[src/rtl/rpe_pkg.sv]
package rpe_pkg;

   // Choice of adder network inside one pixel group
   typedef enum logic {
      ADD_RIPPLE  = 1'b0,   // linear chain, GROUP-1 adders deep
      ADD_LOGTREE = 1'b1    // prefix tree, log2(GROUP) adders deep
   } adder_style_e;

   // Smallest sum width that holds a full row of maximal pixels
   function automatic int unsigned min_sum_bits(input int unsigned row_len,
                                                input int unsigned pix_w);
      return $clog2(row_len * ((1 << pix_w) - 1) + 1);
   endfunction

   // Width of a counter that indexes n items (at least one bit)
   function automatic int unsigned idx_bits(input int unsigned n);
      return (n > 1) ? $clog2(n) : 1;
   endfunction

endpackage

[src/rtl/rpe_group_adder.sv]
// Running sums over one pixel group plus an incoming carry.
module rpe_group_adder #(
   parameter int unsigned PIX_W = 8,
   parameter int unsigned GROUP = 8,
   parameter int unsigned SUM_W = 18,
   parameter rpe_pkg::adder_style_e STYLE = rpe_pkg::ADD_LOGTREE
) (
   input  logic [GROUP*PIX_W-1:0] grp_pix,
   input  logic [SUM_W-1:0]       carry_in,
   output logic [GROUP*SUM_W-1:0] grp_sums
);

   localparam int unsigned LEVELS = (GROUP > 1) ? $clog2(GROUP) : 0;

   // zero-extended pixels
   logic [SUM_W-1:0] pix_ext [GROUP];

   for (genvar i = 0; i < GROUP; i++) begin : g_ext
      assign pix_ext[i] = SUM_W'(grp_pix[i*PIX_W +: PIX_W]);
   end

   if (STYLE == rpe_pkg::ADD_RIPPLE) begin : g_ripple
      logic [SUM_W-1:0] run [GROUP];
      for (genvar i = 0; i < GROUP; i++) begin : g_chain
         if (i == 0) begin : g_head
            assign run[i] = carry_in + pix_ext[i];
         end else begin : g_body
            assign run[i] = run[i-1] + pix_ext[i];
         end
         assign grp_sums[i*SUM_W +: SUM_W] = run[i];
      end
   end else begin : g_logtree
      logic [SUM_W-1:0] node [LEVELS+1][GROUP];
      for (genvar i = 0; i < GROUP; i++) begin : g_leaf
         if (i == 0) begin : g_head
            assign node[0][i] = carry_in + pix_ext[i];
         end else begin : g_body
            assign node[0][i] = pix_ext[i];
         end
      end
      for (genvar k = 0; k < LEVELS; k++) begin : g_level
         for (genvar i = 0; i < GROUP; i++) begin : g_col
            if (i >= (1 << k)) begin : g_add
               assign node[k+1][i] = node[k][i] + node[k][i-(1<<k)];
            end else begin : g_pass
               assign node[k+1][i] = node[k][i];
            end
         end
      end
      for (genvar i = 0; i < GROUP; i++) begin : g_out
         assign grp_sums[i*SUM_W +: SUM_W] = node[LEVELS][i];
      end
   end

endmodule

[src/rtl/rpe_sequencer.sv]
// Steps through the groups of an accepted row.
module rpe_sequencer #(
   parameter int unsigned NUM_GROUPS = 3,
   localparam int unsigned GW = rpe_pkg::idx_bits(NUM_GROUPS)
) (
   input  logic          clk,
   input  logic          rst_n,
   input  logic          row_valid,
   output logic          accept,
   output logic          busy,
   output logic [GW-1:0] grp,
   output logic          last
);

   logic          busy_q;
   logic [GW-1:0] grp_q;

   assign busy   = busy_q;
   assign grp    = grp_q;
   assign last   = busy_q && (grp_q == GW'(NUM_GROUPS - 1));
   assign accept = row_valid && (!busy_q || last);

   always_ff @(posedge clk or negedge rst_n) begin
      if (!rst_n) begin
         busy_q <= 1'b0;
         grp_q  <= '0;
      end else if (accept) begin
         busy_q <= 1'b1;
         grp_q  <= '0;
      end else if (last) begin
         busy_q <= 1'b0;
         grp_q  <= '0;
      end else if (busy_q) begin
         grp_q  <= grp_q + GW'(1);
      end
   end

endmodule

[src/rtl/rpe_line_buffer.sv]
// Collects group results and publishes the whole line at once.
module rpe_line_buffer #(
   parameter int unsigned ROW_LEN = 24,
   parameter int unsigned GROUP   = 8,
   parameter int unsigned SUM_W   = 18,
   localparam int unsigned NUM_GROUPS = ROW_LEN / GROUP,
   localparam int unsigned GW         = rpe_pkg::idx_bits(NUM_GROUPS),
   localparam int unsigned GRP_SW     = GROUP * SUM_W
) (
   input  logic                     clk,
   input  logic                     rst_n,
   input  logic                     wr_en,
   input  logic [GW-1:0]            grp,
   input  logic                     last,
   input  logic [GRP_SW-1:0]        grp_sums,
   output logic [ROW_LEN*SUM_W-1:0] line_data,
   output logic                     line_valid
);

   logic [ROW_LEN*SUM_W-1:0] line_q;
   logic                     valid_q;
   logic [ROW_LEN*SUM_W-1:0] line_next;

   if (NUM_GROUPS > 1) begin : g_staged
      logic [(NUM_GROUPS-1)*GRP_SW-1:0] stage_q;
      for (genvar g = 0; g < NUM_GROUPS - 1; g++) begin : g_slot
         always_ff @(posedge clk or negedge rst_n) begin
            if (!rst_n) begin
               stage_q[g*GRP_SW +: GRP_SW] <= '0;
            end else if (wr_en && (grp == GW'(g))) begin
               stage_q[g*GRP_SW +: GRP_SW] <= grp_sums;
            end
         end
      end
      assign line_next = {grp_sums, stage_q};
   end else begin : g_direct
      assign line_next = grp_sums;
   end

   always_ff @(posedge clk or negedge rst_n) begin
      if (!rst_n) begin
         line_q  <= '0;
         valid_q <= 1'b0;
      end else begin
         valid_q <= last;
         if (last) begin
            line_q <= line_next;
         end
      end
   end

   assign line_data  = line_q;
   assign line_valid = valid_q;

endmodule

[src/rtl/row_prefix_engine.sv]
// Row running-sum engine: GROUP pixels per cycle, carry chained across groups.
module row_prefix_engine #(
   parameter int unsigned PIX_W   = 8,
   parameter int unsigned ROW_LEN = 24,
   parameter int unsigned GROUP   = 8,
   parameter int unsigned SUM_W   = 18,
   parameter rpe_pkg::adder_style_e ADDER_STYLE = rpe_pkg::ADD_LOGTREE
) (
   input  logic                     clk,
   input  logic                     rst_n,
   input  logic                     row_valid,
   input  logic [ROW_LEN*PIX_W-1:0] row_data,
   output logic                     line_valid,
   output logic [ROW_LEN*SUM_W-1:0] line_data
);

   localparam int unsigned NUM_GROUPS = ROW_LEN / GROUP;
   localparam int unsigned GW         = rpe_pkg::idx_bits(NUM_GROUPS);
   localparam int unsigned GRP_PB     = GROUP * PIX_W;
   localparam int unsigned GRP_SW     = GROUP * SUM_W;

   // elaboration-time parameter checks
   if (GROUP == 0 || ROW_LEN % GROUP != 0) begin : g_bad_group
      $error("row length must be a nonzero multiple of the group width");
   end
   if (SUM_W < rpe_pkg::min_sum_bits(ROW_LEN, PIX_W)) begin : g_bad_sum
      $error("sum width too narrow for a full row of maximal pixels");
   end

   logic                     row_accept;
   logic                     busy;
   logic                     last;
   logic [GW-1:0]            grp;
   logic [ROW_LEN*PIX_W-1:0] row_q;
   logic [GRP_PB-1:0]        grp_pix;
   logic [SUM_W-1:0]         carry_q;
   logic [SUM_W-1:0]         carry_in;
   logic [GRP_SW-1:0]        grp_sums;

   rpe_sequencer #(
      .NUM_GROUPS (NUM_GROUPS)
   ) u_seq (
      .clk       (clk),
      .rst_n     (rst_n),
      .row_valid (row_valid),
      .accept    (row_accept),
      .busy      (busy),
      .grp       (grp),
      .last      (last)
   );

   // row register
   always_ff @(posedge clk or negedge rst_n) begin
      if (!rst_n) begin
         row_q <= '0;
      end else if (row_accept) begin
         row_q <= row_data;
      end
   end

   // group select
   always_comb begin
      grp_pix = '0;
      for (int g = 0; g < NUM_GROUPS; g++) begin
         if (grp == GW'(g)) begin
            grp_pix = row_q[g*GRP_PB +: GRP_PB];
         end
      end
   end

   // running total handed from group to group, zero for the first group
   assign carry_in = (grp == '0) ? '0 : carry_q;

   always_ff @(posedge clk or negedge rst_n) begin
      if (!rst_n) begin
         carry_q <= '0;
      end else if (busy) begin
         carry_q <= grp_sums[GRP_SW-SUM_W +: SUM_W];
      end
   end

   rpe_group_adder #(
      .PIX_W (PIX_W),
      .GROUP (GROUP),
      .SUM_W (SUM_W),
      .STYLE (ADDER_STYLE)
   ) u_add (
      .grp_pix  (grp_pix),
      .carry_in (carry_in),
      .grp_sums (grp_sums)
   );

   rpe_line_buffer #(
      .ROW_LEN (ROW_LEN),
      .GROUP   (GROUP),
      .SUM_W   (SUM_W)
   ) u_buf (
      .clk        (clk),
      .rst_n      (rst_n),
      .wr_en      (busy),
      .grp        (grp),
      .last       (last),
      .grp_sums   (grp_sums),
      .line_data  (line_data),
      .line_valid (line_valid)
   );

endmodule

[config.mk]
export PLATFORM = sky130hd
export DESIGN_NAME = row_prefix_engine
export DESIGN_NICKNAME = d
export VERILOG_FILES = /design/src/rtl/rpe_pkg.sv /design/src/rtl/rpe_group_adder.sv /design/src/rtl/rpe_sequencer.sv /design/src/rtl/rpe_line_buffer.sv /design/src/rtl/row_prefix_engine.sv
export SDC_FILE = /design/constraint.sdc
export NUM_CORES = 2
export LEC_CHECK = 0
export ABC_AREA = 1
export ABC_CLOCK_PERIOD_IN_PS = 9530
export BUFFER_PORTS_ARGS = -buffer_cell sky130_fd_sc_hd__buf_2
export CAP_MARGIN = 10
export CORE_AREA = 10 10 285 287
export CTS_BUF_LIST = sky130_fd_sc_hd__clkbuf_8
export DETAILED_ROUTE_END_ITERATION = 12
export DIE_AREA = 0 0 295 297
export GPL_TIMING_DRIVEN = 1
export PLACE_DENSITY = 0.86
export SLEW_MARGIN = 5
export SYNTH_ARGS = -nofsm -noshare
export SYNTH_HDL_FRONTEND = slang
export SYNTH_HIERARCHICAL = 1
export SYNTH_SLANG_ARGS = --single-unit
export TNS_END_PERCENT = 30
[constraint.sdc]
create_clock -name clk -period 9.53 [get_ports clk]
set_input_delay 0.953 -clock clk [delete_from_list [all_inputs] [get_ports clk]]
set_output_delay 0.953 -clock clk [all_outputs]
set_load 0.02 [all_outputs]
==> results.sh <==
export IMPL_status="finished clean"
export IMPL_hold_buffers=0
export IMPL_clk_latency_ns=0.84
export IMPL_gp_congestion=0.978
export IMPL_hold_viol_final=0
export IMPL_dieArea_sq_um=87600
export IMPL_syn2layout_area_growth_pct=14.0
export IMPL_gr_total_overflow=0
export IMPL_path_clk_slew_ns=0.07
export IMPL_cts_path_max_buffers=3
export IMPL_synth_main_ff_cell="dfrtp_1"
export IMPL_place_hpwl_mm=107
export IMPL_hold_path_class="in -> async"
export IMPL_post_route_min_period_ns=8.24
export IMPL_synth_area_sq_um=45000
export IMPL_drtPass1Iterations=6
export IMPL_final_setup_tns_ns=0
export IMPL_drive_above_1_share=0.159
export IMPL_clockRootBuffer="clkbuf_8"
export IMPL_worstSetupEndpointType="register"
export IMPL_vias=38700
export IMPL_grt_use_total=0.331
export IMPL_ys_types=42
export IMPL_critical_path_class="reg -> reg"
export IMPL_crit_required_ns=10.25
export IMPL_syn_nets=5701
export IMPL_synth_common_cells="nand2_1 (1497), dfrtp_1 (934), inv_1 (851)"
export IMPL_synth_area_leaders="dfrtp_1 (52%), nand2_1 (12%), inv_1 (7.1%), o21ai_0 (6.2%), nand3_1 (4.6%)"
export IMPL_clock_sinks=934
export IMPL_yosysSeqAreaShare=0.520
export IMPL_path_max_fanout=59
export IMPL_synth_top_area_share=0.520
export IMPL_viasPerCell=5.56
export IMPL_wire_per_inst_um=21.2
export IMPL_synth_warnings=6
export IMPL_postCtsSetupBuffers=0
export IMPL_grt_pass1_vias=37300
export IMPL_routed_wl_mm=147
export IMPL_cts_buffers_inserted=148
export IMPL_syn_area_per_cell_sq_um=8.43
export IMPL_fin_skew_ns=0.0490
export IMPL_fin_nets=6232
export IMPL_drc_errors=0
export IMPL_io_buffers=627
export IMPL_drv_slew=0
export IMPL_startpoint_type="register"
export IMPL_antenna_found_initial=9
export IMPL_clock_fmax_ghz=0.121
export IMPL_synthCells=5337
export IMPL_rsz0062_at_grt="false"
export IMPL_synth_top_area_cell="dfrtp_1"
export IMPL_drt_iter0_markers=4629
export IMPL_io_pins=628
export IMPL_cp_slowest_stage_delay_ns=0.66
export IMPL_synth_edf_count=0
export IMPL_cap_violations=0
export IMPL_grt_pass1_wl_mm=223
export IMPL_ant_nets=0
export IMPL_cts_tree="done"
export IMPL_core_area_sq_um=75400
export IMPL_crit_top_cell="ha_1"
export IMPL_setup_viol=0
export IMPL_slowest_stage="dfrtp_4"
export IMPL_synth_ff_latch_count=934
export IMPL_fin_crit_sh=0.865
export IMPL_tightest_slew_ns=1.21
export IMPL_die_h_um=297
export IMPL_synth_most_common_cell="nand2_1"
export IMPL_cts_resized=0
export IMPL_ys_async_sr_fraction=1.00
export IMPL_arrival_ns=8.97
export IMPL_h_tree_depth=4
export IMPL_num_rows=101
export IMPL_chipWidth_um=295
export IMPL_grt_max_degree=259
export IMPL_initial_core_util=0.596
export IMPL_relSlewSlack=0.193
==> cell type report <==
cell class	count	area [sq um]
antenna	6	15.0
multi-input combinational	3254	17000
clock buffer	170	2340
fill	5921	24200
clock inverter	85	502
timing repair buffer	665	3510
inverter	865	3250
sequential	934	23400
tap	978	1220
==> cell families (layout without fill, tap and decap cells) <==
logic type / after synthesis / count (layout) / share of synthesized area
other: 0 / 6 / 0
AO/OA/AOI/OAI: 776 / 776 / 0.0883
XOR/XNOR: 123 / 123 / 0.0246
adder cells (fa/ha/maj): 169 / 169 / 0.0559
AND/OR/NAND/NOR: 2186 / 2186 / 0.209
flip-flops: 934 / 934 / 0.520
buffers and inverters: 1149 / 1785 / 0.102
==> registers in the layout (all words and copies together) (netlist names) <==
| name | count |
|---|---|
| u_buf/line_data | 432 |
| carry_q | 18 |
| u_seq/grp | 2 |
| u_buf/g_staged.stage_q | 288 |
| row_q | 192 |
| u_seq/busy | 1 |
| u_buf/line_valid | 1 |
==> per-stage QoR <==
| stage | setup slack, ns | hold slack (ns) | instance area (sq um) | cells | utilization |
|---|---|---|---|---|---|
| global route | 0.615 | 0.324 | 51300 | 6954 | 0.679 |
| detailed placement | 1.42 | 0.458 | 48400 | 6696 | 0.642 |
| global placement | 1.58 | 0.453 | 48400 | 6696 | 0.642 |
| finish | 1.29 | 0.243 | 51300 | 6957 | 0.679 |
| CTS | 1.43 | 0.263 | 51200 | 6951 | 0.679 |
| floorplan | 2.60 | 0.442 | 45000 | 5337 | - |
==> metal layers <==
metal	routed length, um	part of all wire	GRT usage
met1	57500	0.39	0.426
met2	67400	0.46	0.508
met3	14100	0.095	0.0843
met4	8490	0.058	0.179
met5	57	0.00039	0
==> worst max-delay path: cells and delay by family, from the launching register on <==
family,cells,cell delay (ns)
flip-flops,1,0.66
XOR/XNOR,4,1.54
buffers and inverters,5,1.13
AO/OA/AOI/OAI,7,1.24
AND/OR/NAND/NOR,8,1.31
adder cells (fa/ha/maj),6,2.26
==> path summary, 6_finish.rpt <==
check                                                              from                               end  slack, ns  cells after the start
worst max-delay path                           u_seq/grp[0]$_DFFE_PN0P_           carry_q[15]$_DFFE_PN0P_       1.29                     30
worst min-delay path                                              rst_n  u_buf/line_data[131]$_DFFE_PN0P_       0.24                      1
worst max register to register                 u_seq/grp[0]$_DFFE_PN0P_           carry_q[15]$_DFFE_PN0P_       1.29                     30
worst min register to register  u_buf/g_staged.stage_q[279]$_DFFE_PN0P_  u_buf/line_data[279]$_DFFE_PN0P_       0.46                      2
max in group asynchronous                                         rst_n            row_q[160]$_DFFE_PN0P_       6.86                      3
min in group clk                                           row_data[74]             row_q[74]$_DFFE_PN0P_       0.34                      3
==> placed cells by master, fill, tap and decap left out, drive strengths merged, types with 11 or more instances in the layout <==
cell	netlist	final
nand2	1530	1530
inv	865	936
dfrtp	934	934
buf	145	665
o21ai	661	661
nand3	414	414
clkbuf	139	170
nand4	158	158
ha	116	116
xor2	93	93
a21oi	83	83
nor2	70	70
fa	53	53
xnor2	30	30
o21bai	16	16
clkinv	0	11
Power is not shown: default switching activity piles up to over one toggle a cycle in this logic, so the estimate is an artifact.
